===== src/rtl/cpuclk_pkg.sv =====
package cpuclk_pkg;

    // Field positions of the control word (software decodes these)
    localparam int FLD_DIV_LSB  = 0;
    localparam int FLD_SRC_BIT  = 4;
    localparam int FLD_STAT_BIT = 5;

    // Which source drives the CPU enable
    typedef enum logic [1:0] {
        ST_MAIN     = 2'd0,   // main source, divided
        ST_SUB      = 2'd1,   // subsystem source
        ST_HANDBACK = 2'd2    // subsystem delivered its last pulse, awaiting main
    } clk_state_e;

endpackage


===== src/rtl/cpuclk_phase.sv =====
module cpuclk_phase #(
    parameter int CNT_W = 4
) (
    input  logic           clk,
    input  logic           rst_n,
    input  logic           main_tick,
    output logic [CNT_W:0] strobe,
    output logic           wrap
);
    localparam int NSTB = CNT_W + 1;

    logic [CNT_W-1:0] cnt_d, cnt_q;

    always_comb begin
        cnt_d = cnt_q;
        if (main_tick) cnt_d = cnt_q + 1'b1;
    end

    always_ff @(posedge clk or negedge rst_n) begin
        if (!rst_n) cnt_q <= '0;
        else        cnt_q <= cnt_d;
    end

    // strobe[k]: main tick at which a divide-by-2^k output fires
    for (genvar k = 0; k < NSTB; k++) begin : g_stb
        if (k == 0) begin : g_full
            assign strobe[k] = main_tick;
        end else begin : g_div
            assign strobe[k] = main_tick & (&cnt_q[k-1:0]);
        end
    end

    assign wrap = strobe[CNT_W];

    // After a wrap the counter restarts at zero
    p_wrap_restarts_r4: assert property (@(posedge clk) disable iff (!rst_n)
        wrap |=> (cnt_q == '0));

endmodule


===== src/rtl/cpuclk_ctrl_reg.sv =====
module cpuclk_ctrl_reg #(
    parameter int CODE_W = 3
) (
    input  logic              clk,
    input  logic              rst_n,
    input  logic              wr_en,
    input  logic [CODE_W-1:0] wr_div,
    input  logic              wr_src,
    output logic [CODE_W-1:0] req_div,
    output logic              req_src,
    output logic              err
);
    typedef struct packed {
        logic [CODE_W-1:0] div;
        logic              src;
        logic              err;
    } reg_t;

    reg_t r_d, r_q;
    logic mixed_wr;

    // main->sub request combined with a divide change
    assign mixed_wr = wr_en && !r_q.src && wr_src && (wr_div != r_q.div);

    always_comb begin
        r_d = r_q;
        if (mixed_wr) begin
            r_d.src = 1'b1;
            r_d.err = 1'b1;
        end else if (wr_en) begin
            r_d.div = wr_div;
            r_d.src = wr_src;
        end
    end

    always_ff @(posedge clk or negedge rst_n) begin
        if (!rst_n) r_q <= '0;
        else        r_q <= r_d;
    end

    assign req_div = r_q.div;
    assign req_src = r_q.src;
    assign err     = r_q.err;

    p_err_sticky_r8: assert property (@(posedge clk) disable iff (!rst_n)
        err |=> err);

    p_mixed_keeps_div_r8: assert property (@(posedge clk) disable iff (!rst_n)
        (wr_en && !req_src && wr_src && (wr_div != req_div))
            |=> (req_src && err && $stable(req_div)));

    p_legal_return_r9: assert property (@(posedge clk) disable iff (!rst_n)
        (wr_en && req_src && !wr_src) |=> (!req_src && (req_div == $past(wr_div))));

endmodule


===== src/rtl/cpuclk_fsm.sv =====
module cpuclk_fsm
    import cpuclk_pkg::*;
#(
    parameter int CNT_W  = 4,
    parameter int CODE_W = 3
) (
    input  logic              clk,
    input  logic              rst_n,
    input  logic              main_tick,
    input  logic              sub_tick,
    input  logic [CNT_W:0]    strobe,
    input  logic              wrap,
    input  logic [CODE_W-1:0] req_div,
    input  logic              req_src,
    output logic              cpu_ce,
    output logic              act_src
);
    typedef struct packed {
        clk_state_e        st;
        logic [CODE_W-1:0] div;
        logic              ce;
    } fsm_t;

    fsm_t s_d, s_q;
    logic hit_cur, hit_req;

    // Select the strobe for a code; codes at or above CNT_W use the slowest
    function automatic logic pick(input logic [CODE_W-1:0] code,
                                  input logic [CNT_W:0]    stb);
        logic hit;
        hit = stb[CNT_W];
        for (int k = 0; k < CNT_W; k++) begin
            if (int'(code) == k) hit = stb[k];
        end
        return hit;
    endfunction

    assign hit_cur = pick(s_q.div, strobe);
    assign hit_req = pick(req_div, strobe);

    always_comb begin
        s_d    = s_q;
        s_d.ce = 1'b0;
        unique case (s_q.st)
            ST_MAIN: begin
                if (req_src && sub_tick) begin
                    s_d.st = ST_SUB;
                    s_d.ce = 1'b1;
                end else begin
                    s_d.ce = hit_cur;
                    if (wrap && !req_src) s_d.div = req_div;
                end
            end
            ST_SUB: begin
                s_d.ce = sub_tick;
                if (sub_tick && !req_src) s_d.st = ST_HANDBACK;
            end
            ST_HANDBACK: begin
                if (req_src) begin
                    s_d.st = ST_SUB;
                    s_d.ce = sub_tick;
                end else if (hit_req) begin
                    s_d.st  = ST_MAIN;
                    s_d.div = req_div;
                    s_d.ce  = 1'b1;
                end
            end
            default: s_d.st = ST_MAIN;
        endcase
    end

    always_ff @(posedge clk or negedge rst_n) begin
        if (!rst_n) begin
            s_q.st  <= ST_MAIN;
            s_q.div <= '0;
            s_q.ce  <= 1'b0;
        end else begin
            s_q <= s_d;
        end
    end

    assign cpu_ce  = s_q.ce;
    assign act_src = (s_q.st != ST_MAIN);

    p_ce_needs_tick_r2: assert property (@(posedge clk) disable iff (!rst_n)
        cpu_ce |-> $past(main_tick || sub_tick));

    p_div_only_at_wrap_r4: assert property (@(posedge clk) disable iff (!rst_n)
        ((s_q.st == ST_MAIN) && ($past(s_q.st) == ST_MAIN) && (s_q.div != $past(s_q.div)))
            |-> $past(wrap));

    p_status_rise_ce_r6: assert property (@(posedge clk) disable iff (!rst_n)
        $rose(act_src) |-> cpu_ce);

    p_sub_pulse_from_sub_r6: assert property (@(posedge clk) disable iff (!rst_n)
        ((s_q.st == ST_SUB) && cpu_ce) |-> $past(sub_tick));

    p_status_fall_ce_r7: assert property (@(posedge clk) disable iff (!rst_n)
        $fell(act_src) |-> cpu_ce);

endmodule


===== src/rtl/cpuclk_switch.sv =====
module cpuclk_switch
    import cpuclk_pkg::*;
#(
    parameter int CNT_W  = 4,
    parameter int CODE_W = 3,
    parameter int DATA_W = 8
) (
    input  logic              clk,
    input  logic              rst_n,
    input  logic              main_tick,
    input  logic              sub_tick,
    input  logic              wr_en,
    input  logic [DATA_W-1:0] wr_data,
    output logic [DATA_W-1:0] rd_data,
    output logic              cpu_ce,
    output logic              cfg_err
);
    localparam int NSTB = CNT_W + 1;

    logic [NSTB-1:0]   strobe;
    logic              wrap;
    logic [CODE_W-1:0] req_div;
    logic              req_src;
    logic              act_src;
    logic              wr_unused;

    // Bits outside the divide and source fields are ignored on write
    assign wr_unused = ^{wr_data[DATA_W-1:FLD_STAT_BIT], wr_data[FLD_SRC_BIT-1:CODE_W]};

    cpuclk_phase #(.CNT_W(CNT_W)) u_phase (
        .clk       (clk),
        .rst_n     (rst_n),
        .main_tick (main_tick),
        .strobe    (strobe),
        .wrap      (wrap)
    );

    cpuclk_ctrl_reg #(.CODE_W(CODE_W)) u_reg (
        .clk     (clk),
        .rst_n   (rst_n),
        .wr_en   (wr_en),
        .wr_div  (wr_data[FLD_DIV_LSB +: CODE_W]),
        .wr_src  (wr_data[FLD_SRC_BIT]),
        .req_div (req_div),
        .req_src (req_src),
        .err     (cfg_err)
    );

    cpuclk_fsm #(.CNT_W(CNT_W), .CODE_W(CODE_W)) u_fsm (
        .clk       (clk),
        .rst_n     (rst_n),
        .main_tick (main_tick),
        .sub_tick  (sub_tick),
        .strobe    (strobe),
        .wrap      (wrap),
        .req_div   (req_div),
        .req_src   (req_src),
        .cpu_ce    (cpu_ce),
        .act_src   (act_src)
    );

    always_comb begin
        rd_data                            = '0;
        rd_data[FLD_DIV_LSB +: CODE_W]     = req_div;
        rd_data[FLD_SRC_BIT]               = req_src;
        rd_data[FLD_STAT_BIT]              = act_src;
    end

    p_reset_idle_r1: assert property (@(posedge clk) disable iff (!rst_n)
        $rose(rst_n) |-> (!cpu_ce && !act_src));

endmodule


===== config.mk =====
export PLATFORM = sky130hd
export DESIGN_NAME = cpuclk_switch
export DESIGN_NICKNAME = d
export VERILOG_FILES = /design/src/rtl/cpuclk_pkg.sv /design/src/rtl/cpuclk_phase.sv /design/src/rtl/cpuclk_ctrl_reg.sv /design/src/rtl/cpuclk_fsm.sv /design/src/rtl/cpuclk_switch.sv
export SDC_FILE = /design/constraint.sdc
export NUM_CORES = 1
export LEC_CHECK = 0
export CORE_ASPECT_RATIO = 1.1
export CORE_MARGIN = 2
export CORE_UTILIZATION = 40
export DETAILED_ROUTE_END_ITERATION = 10
export PLACE_DENSITY = 0.7
export SLEW_MARGIN = 20
export SYNTH_ARGS = -nofsm -noshare
export SYNTH_HDL_FRONTEND = slang
export SYNTH_SLANG_ARGS = --single-unit

===== constraint.sdc =====
create_clock -name clk -period 3.2 [get_ports clk]
set_clock_uncertainty 0.2 [all_clocks]
set_input_delay 0.64 -clock clk [delete_from_list [all_inputs] [get_ports clk]]
set_output_delay 0.64 -clock clk [all_outputs]
set_load 0.02 [all_outputs]

* After elaboration in Yosys (flattened, before gate mapping)
Index checks and enable logic that the tools add are counted.
W data, S select, Z words.
** Cells by class
- Mux-type cells :: 22
- Equal/unequal tests :: 16
- Bitwise gates (word level) :: 5
- $add $sub $neg :: 1
- Reduce and logical (&&, ||, !) cells :: 19
** Operators with widths (count)
- $eq A3 B3 Y1 const B :: 4
- $mux W1 :: 12
- $mux W3 :: 3
- $ne A2 B1 Y1 const B :: 4
- $eq A3 B2 Y1 const B :: 2
- $logic_and A1 B1 Y1 :: 6
- $logic_not A3 Y1 :: 2
- $mux W2 :: 3
- $mux W6 :: 1
- $pmux W2 S3 :: 1
- $pmux W3 S2 :: 1
- $reduce_and A3 Y1 :: 2
- $reduce_bool A2 Y1 :: 3
- $reduce_and A5 Y1 :: 1
- $add A4 B1 Y4 const B :: 1
- $and A1 B1 Y1 :: 4
- $ne A2 B2 Y1 const B :: 2
- $reduce_and A2 Y1 :: 2
- $reduce_and A4 Y1 :: 1
- $ne A3 B2 Y1 const B :: 1
- $ne A3 B3 Y1 :: 1
- $pmux W1 S3 :: 1
- $eq A2 B1 Y1 const B :: 1
- $eq A2 B2 Y1 const B :: 1
- 3 further kinds :: 3
** Storage, ports and cells
- Input port bits :: 13
- Word-level logic and storage cells :: 70
- Flip-flop bits (word level) :: 15

* Longest topological paths before layout
Gate-level depths: netlist of the first run.
- Depth in word-level cells :: 9
- Depth in mapped cells :: 6
- Mapped depth without buffers :: 6

* By module
Synthesis of the first run repeated with hierarchy kept, for this count alone.
** Unflattened totals
- Cells, all modules :: 71
- Area total of the unflattened synthesis :: 864.6 µm²
** Modules (own cells, without submodules)
- cpuclk_fsm :: cells each 30, instances 1, area an instance 380.4 µm²
- cpuclk_ctrl_reg :: cells each 18, instances 1, area an instance 226.5 µm²
- cpuclk_phase :: cells each 17, instances 1, area an instance 216.5 µm²
- cpuclk_switch :: cells each 6, instances 1, area an instance 41.3 µm²

* Least setup slack after synthesis of the first run
OpenSTA, ideal clock, no wires.
- Path type :: register to register
- From :: reg u_phase.cnt_q[0]
- To :: reg u_fsm.s_q[1] (netlist bit)
- Arrival time :: 1585 ps
- Cell stages (with the launch flop) :: 7
- Setup time :: 128 ps
- Clock period less this slack :: 1913 ps
- Path slack :: 1287 ps
- Required time :: 2872 ps
- Path through :: dfrtp_1 > ha_1 > ha_1 > nand4_1 > o211ai_1 > o211ai_2 > mux2_1
** On the way
- Cells in the longest elaborated chain, start to end :: 8
- Elaborated cells between the ends (all ways) :: 15
** RTL lines
- start: declaration :: line cpuclk_phase.sv:12 : logic [CNT_W-1:0] cnt_d, cnt_q;
- start signal: assignment :: line cpuclk_phase.sv:21 : else cnt_q <= cnt_d;
- $reduce_and A4 Y1 :: line cpuclk_phase.sv:29 : assign strobe[k] = main_tick & (&cnt_q[k-1:0]);
- $and A1 B1 Y1 :: line cpuclk_phase.sv:29
- $mux W1 (4 in series) :: line cpuclk_fsm.sv:33 : if (int'(code) == k) hit = stb[k];
- $ne A2 B1 Y1 (no line)
- $reduce_and A5 Y1 (no line) *
- end: declaration :: line cpuclk_fsm.sv:24 : fsm_t s_d, s_q;
Mark *: on every way between the ends. The rest lies on a longest branch, timed or not.
A chain may end at the register's enable or synchronous reset.

* Final worst setup path of the first run
- From :: reg u_fsm.s_q[5] (netlist bit)
- To :: out rd_data[5]
** On the way
- Cells in the longest elaborated chain, start to end :: 1
** RTL lines
- $reduce_bool A2 Y1 :: line cpuclk_fsm.sv:83 : assign act_src = (s_q.st != ST_MAIN);
- end: declaration :: line cpuclk_switch.sv:14 : output logic [DATA_W-1:0] rd_data,
Every way passes these cells.

==> impl_results.md, run 1 <==
- GRT Resource Usage Total: 0.152
- First-pass iteration count of the detailed router: 4
- Avg Inst Size Synth: 10.6 um^2
- Initial antenna violation count: 0
- Placed cell areas: 1010 um^2
- Post-layout instance area: 1030 um^2
- Slack of the critical path: 0.752 ns
- Reg area: 375 um^2
- Largest net degree at the start of global routing: 16
- Unrepaired setup endpoints after global routing: false
- Met3 Wirelength: 61 um
- Share of cells above drive strength 1: 0.104
- CP max stage cell: clkdlybuf4s50_1
- Overflow after GRT: 0
- Slowest stage delay, CP: 0.55 ns
- Setup tns final: 0 ns
- Clock transition at path regs: 0.09 ns
- Crit share post-route: 0.765
- Sequential fraction of the synthesis area: 0.437
- Most used DFF post-synth: dfrtp_1
- Worst EP required: 2.36 ns
- Synth top cells by count: 15 x dfrtp_1, 6 x buf_4, 5 x mux2_1, 5 x nand2_1
- Via Count: 640
- Post-Synthesis Cells: 81
- Die Wd: 48.2 um
- Met2 routed WL: 721 um
- Uppermost layer routed: met4
- WHS: 0.288 ns
- Fin cells: 124
- Peak supply drop: 0.367 mV
- Hold Fails Final Rpt: 0
- Max-cap violations: 0
- N_diodes: 0
- Final worst path period need: 2.45 ns
- Core area: 2020 um^2
- DIE HEIGHT: 52.6 um
- Cell taking the most area after synthesis: dfrtp_1
- Post-synth EDFFs: 0
- Placed Cells incl. Taps: 120
- CP Launch Type: register
- Slew Limit Headroom: 0.549
- Mapped Area: 860 um^2
- Final Slew Violations: 0
- Count leader, synth: dfrtp_1
- Critical path class: reg2out
- Port Buf Inserts: 15
- Pleak: 0.434 nW
- Multi-input gate area in the final layout: 432 um^2
- First-pass GRT wire length: 2730 um
- Die Area: 2540 um^2
- Async set-or-reset flop fraction in the synthesized netlist: 1.00
- Clk root buf: clkbuf_4
- Endpoints failing setup: 0
- CP bufs+invs: 1
- Hold bufs inserted after CTS: 0
- Dpl hpwl: 1110 um
- Cts bufs inserted: 3
- Yosys reg bits: 15
- Area contributors post-synth: dfrtp_1 44%, mux2_1 6.6%, buf_4 5.2%, xor2_1 4.1%, ha_1 2.9%
- Max FO, Critical Path: 7
- Rows: 17
- Final nets: 112
- Number of global-route vias before repair: 644
- Iter 0 DRT Violations: 9
- Final GP Congestion: 0.703
- Vias per cell: 5.16
- Antenna viol nets, final: 0
- CP Cell Sequence: or2_2 -> clkdlybuf4s50_1
- Initial core utilization: 0.425
- Run status: completed
- DRC: 0
- Setup crit end kind: output pin
- Worst Path Arrival: 1.61 ns
- Hold crit path type: reg2reg
- Clock sinks: 15
- Worst-margin pin slew: 0.674 ns
- Post-detailed-route wirelength per cell: 11.8 um
- PD cells: 689 nW/um^2
- Max Fclk: 408 MHz
- CTS tree: yes
- Synth unique cells: 33
- Fill cells: 185
- Post-CTS Setup Bufs: 0
- I/O pin count: 23
- Clk_lat worst skew: 0.28 ns
- Synthesis Warnings: 0
- Delay-heaviest family, CP: buffers and inverters
- Post-cts resize count: 0
- WL final: 1460 um
- # H-tree levels: 1
- Area growth from synthesis to layout: 20.2%
- CTS Buffer Depth: 2
- Routed length on met1: 661 um
- Area share of the largest cell type after synthesis: 0.437
- Pre-CTS setup slack: 0.582 ns
## flip-flops by register name, indices dropped and copies added (netlist names)
| register | count |
|---|---|
| u_phase.cnt_q | 4 |
| u_reg.err | 1 |
| u_reg.req_div | 3 |
| u_reg.req_src | 1 |
| u_fsm.s_q | 5 |
| u_fsm.cpu_ce | 1 |
## metal layers
metal  GRT usage  up-vias
met5           0        -
met4      0.0766        0
met3      0.0241        2
met2       0.235       20
met1       0.197      303
li1            -      315
## cell type report
class,count,share of cell area
clock buffer,4,0.0254
inverter,4,0.0145
multi-input combinational,58,0.418
sequential,15,0.363
tap,28,0.0339
timing repair buffer,15,0.145
## cells by family (layout without fill, tap and decap cells)
family / Yosys count / count (layout) / share of synthesized area
and+or+nand+nor: 22 / 22 / 0.137
AOI/OAI and AO/OA: 17 / 17 / 0.157
DFF: 15 / 15 / 0.437
buffers and inverters: 10 / 23 / 0.0699
muxes: 9 / 9 / 0.115
xor gates and xnor gates: 5 / 5 / 0.0509
adders and majority gates: 2 / 2 / 0.0291
other: 1 / 3 / 0.00436
## placed cells by master (no fill, tap or decap), types with 2 or more instances in the layout
| cell | synthesis | routed |
|---|---|---|
| nor2_1 | 4 | 4 |
| nand3b_1 | 2 | 2 |
| ha_1 | 2 | 2 |
| dfrtp_1 | 15 | 15 |
| clkdlybuf4s50_1 | 0 | 15 |
| mux2_2 | 2 | 2 |
| nand2b_1 | 2 | 2 |
| conb_1 | 1 | 3 |
| inv_1 | 4 | 4 |
| mux2_1 | 5 | 5 |
| nand4_1 | 3 | 3 |
| xor2_1 | 4 | 4 |
| nand2_1 | 5 | 5 |
| o211ai_1 | 2 | 2 |
| nor3b_1 | 2 | 2 |
| mux2i_1 | 2 | 2 |
| o21ai_0 | 3 | 3 |
| clkbuf_4 | 0 | 3 |
| nor3_1 | 2 | 2 |
## final timing paths
path	start	to	slack [ns]	cells after the start
min reg2reg	u_phase.cnt_q[3]$_DFFE_PN0P_	u_phase.cnt_q[3]$_DFFE_PN0P_	0.29	1
min	u_phase.cnt_q[3]$_DFFE_PN0P_	u_phase.cnt_q[3]$_DFFE_PN0P_	0.29	1
min in group asynchronous	rst_n	u_fsm.cpu_ce$_DFF_PN0_	0.56	1
max	u_fsm.s_q[5]$_DFFE_PN0P_	rd_data[5]	0.75	2
max in group asynchronous	rst_n	u_reg.req_div[1]$_DFFE_PN0P_	1.81	1
max reg2reg	u_phase.cnt_q[0]$_DFFE_PN0P_	u_fsm.s_q[1]$_DFFE_PN0P_	1.14	6
## report_power, final
group / internal [mW] / switching [mW]
Clock: 0.0484 / 0.0611
Sequential: 0.256 / 0.0712
Combinational: 0.148 / 0.128
Total: 0.452 / 0.260
## stage by stage
step / util / total power, mW
after floorplan: - / 0.523
after global placement: 0.498 / 0.597
after detailed placement: 0.498 / 0.608
after CTS: 0.511 / 0.718
after global routing: 0.511 / 0.771
final: 0.511 / 0.712
Note: power is estimated with default switching activity, not from simulation.
==> run 2: changes to the inputs <==
clock period = 2.42 ns   (was 3.2 ns; I/O delays follow)
==> impl_results.md, run 2 (synthesized netlist as in run 1, its figures left out) <==
- Run status: completed
- Antenna viol nets, final: 0 (unchanged)
- Share of power burned in registers: 0.457 (-0.002)
- Biggest register: u_fsm.s_q
- Clock sinks: 15 (unchanged)
- Combinational power share: 0.392 (+0.005)
- First-pass GRT wire length: 2720 um (-0.51%)
- Fill cells: 185 (unchanged)
- Post-cts resize count: 0 (unchanged)
- Max reg flops: 5 (unchanged)
- Iter 0 DRT Violations: 16 (+7)
- CP Launch Type: register
- Core area: 2020 um^2 (unchanged)
- Max Fclk: 434 MHz
- Endpoints failing setup: 0 (unchanged)
- Clock transition at path regs: 0.09 ns (about the same)
- Max FO, Critical Path: 7 (unchanged)
- Die Wd: 48.2 um (unchanged)
- CTS Buffer Depth: 2 (unchanged)
- Final worst path period need: 2.30 ns
- Hold crit path type: reg2reg
- Clk root buf: clkbuf_4
- Peak supply drop: 0.445 mV (+21%)
- Final nets: 114 (+1.8%)
- Pint: 602 uW (+33%)
- Final GP Congestion: 0.724 (+3.0%)
- First-pass iteration count of the detailed router: 4 (unchanged)
- Setup crit end kind: output pin
- Max-cap violations: 0 (unchanged)
- Via Count: 658 (+2.8%)
- Fin cells: 126 (+1.6%)
- CTS tree: yes
- Worst-margin pin slew: 0.656 ns (-0.0179 ns)
- I/O pin count: 23 (unchanged)
- Initial core utilization: 0.425 (unchanged)
- Clk_lat worst skew: 0.28 ns (about the same)
- Clock power frac: 0.151 (-0.003)
- Post-layout instance area: 1050 um^2 (+1.5%)
- Share of cells above drive strength 1: 0.122 (+0.0183)
- Post-CTS Setup Bufs: 0 (unchanged)
- Largest net degree at the start of global routing: 16 (unchanged)
- Crit share post-route: 0.952
- Rows: 17 (unchanged)
- Hold Fails Final Rpt: 0 (unchanged)
- Area growth from synthesis to layout: 22.0%
- Cts bufs inserted: 3 (unchanged)
- # H-tree levels: 1 (unchanged)
- Worst EP required: 1.74 ns (-0.62 ns)
- DRC: 0 (unchanged)
- PD cells: 905 nW/um^2 (+31%)
- Post-detailed-route wirelength per cell: 12.3 um (+4.2%)
- Slew Limit Headroom: 0.561 (+0.0120)
- Initial antenna violation count: 0 (unchanged)
- Unrepaired setup endpoints after global routing: false
- Vias per cell: 5.22 (+1.2%)
- Die Area: 2540 um^2 (unchanged)
- Critical path class: reg2out
- Multi-input gate area in the final layout: 432 um^2 (unchanged)
- GRT Resource Usage Total: 0.152 (+0.000207)
- Worst Path Arrival: 1.62 ns (about the same)
- DIE HEIGHT: 52.6 um (unchanged)
- Number of global-route vias before repair: 603 (-6.4%)
- Placed Cells incl. Taps: 122 (+1.7%)
- Overflow after GRT: 0 (unchanged)
- Hold bufs inserted after CTS: 0 (unchanged)
- WL final: 1550 um (+5.9%)
- Switching Fraction: 0.365 (about the same)
- Pleak: 0.443 nW (+2.1%)
- Setup tns final: 0 ns (unchanged)
- Most frequent cells in the layout: 15 x clkdlybuf4s50_1, 15 x dfrtp_1, 5 x nand2_1, 5 x mux2_1
- Reg area: 375 um^2 (unchanged)
- Psw: 346 uW (+33%)
- Placed cell areas: 1020 um^2 (+1.5%)
- Final Slew Violations: 0 (unchanged)
- Dpl hpwl: 1200 um (+7.7%)
- N_diodes: 0 (unchanged)
- Port Buf Inserts: 15 (unchanged)
## run 2: final cells by class
class | count | share of cell area
Tap cell | 28 | 0.0334
Clock buffer | 4 | 0.0251
Sequential cell | 15 | 0.358
Timing Repair Buffer | 17 | 0.158
Multi-Input combinational cell | 58 | 0.412
Inverter | 4 | 0.0143
## run 2: through the flow
stage,total power [mW],hold slack [ns],utilization,setup WS (ns)
floorplan,0.692,-0.0116,-,0.507
global placement,0.794,0.263,0.506,0.223
detailed placement,0.814,0.273,0.506,0.180
CTS,0.957,0.291,0.519,0.117
global route,1.03,0.309,0.519,0.0704
finish,0.949,0.287,0.519,0.117
## run 2: path summary, 6_finish.rpt
check / start / to / slack, ns / cells after the start
worst min-delay path: u_reg.err$_DFFE_PN0P_ / u_reg.err$_DFFE_PN0P_ / 0.29 / 1
worst max-delay path: u_fsm.s_q[5]$_DFFE_PN0P_ / rd_data[5] / 0.12 / 2
min in group asynchronous: rst_n / u_phase.cnt_q[0]$_DFFE_PN0P_ / 0.40 / 1
worst max register to register: u_phase.cnt_q[0]$_DFFE_PN0P_ / u_fsm.s_q[1]$_DFFE_PN0P_ / 0.31 / 6
max in group asynchronous: rst_n / u_fsm.s_q[4]$_DFFE_PN0P_ / 1.20 / 1
worst min register to register: u_reg.err$_DFFE_PN0P_ / u_reg.err$_DFFE_PN0P_ / 0.29 / 1
## run 2: per-layer routing
| metal | global-route usage | part of all wire | vias to the layer above |
|---|---|---|---|
| met4 | 0.0541 | 0.0032 | 0 |
| li1 | - | - | 318 |
| met5 | 0 | 0 | - |
| met1 | 0.216 | 0.43 | 311 |
| met3 | 0.0241 | 0.061 | 2 |
| met2 | 0.228 | 0.51 | 27 |
## run 2: critical path, stage by stage, from the launching register on
cell and delay (ns):
dfrtp_1 0.45, or2_2 0.34, clkdlybuf4s50_1 0.55
## run 2: power groups by stage
stage                     registers (mW)  clock network (mW)  logic [mW]
after global placement             0.434                   0       0.360
after global routing               0.450               0.161       0.422
after floorplan                    0.436                   0       0.255
after CTS                          0.433               0.147       0.377
final                              0.433               0.143       0.372
after detailed placement           0.436                   0       0.377
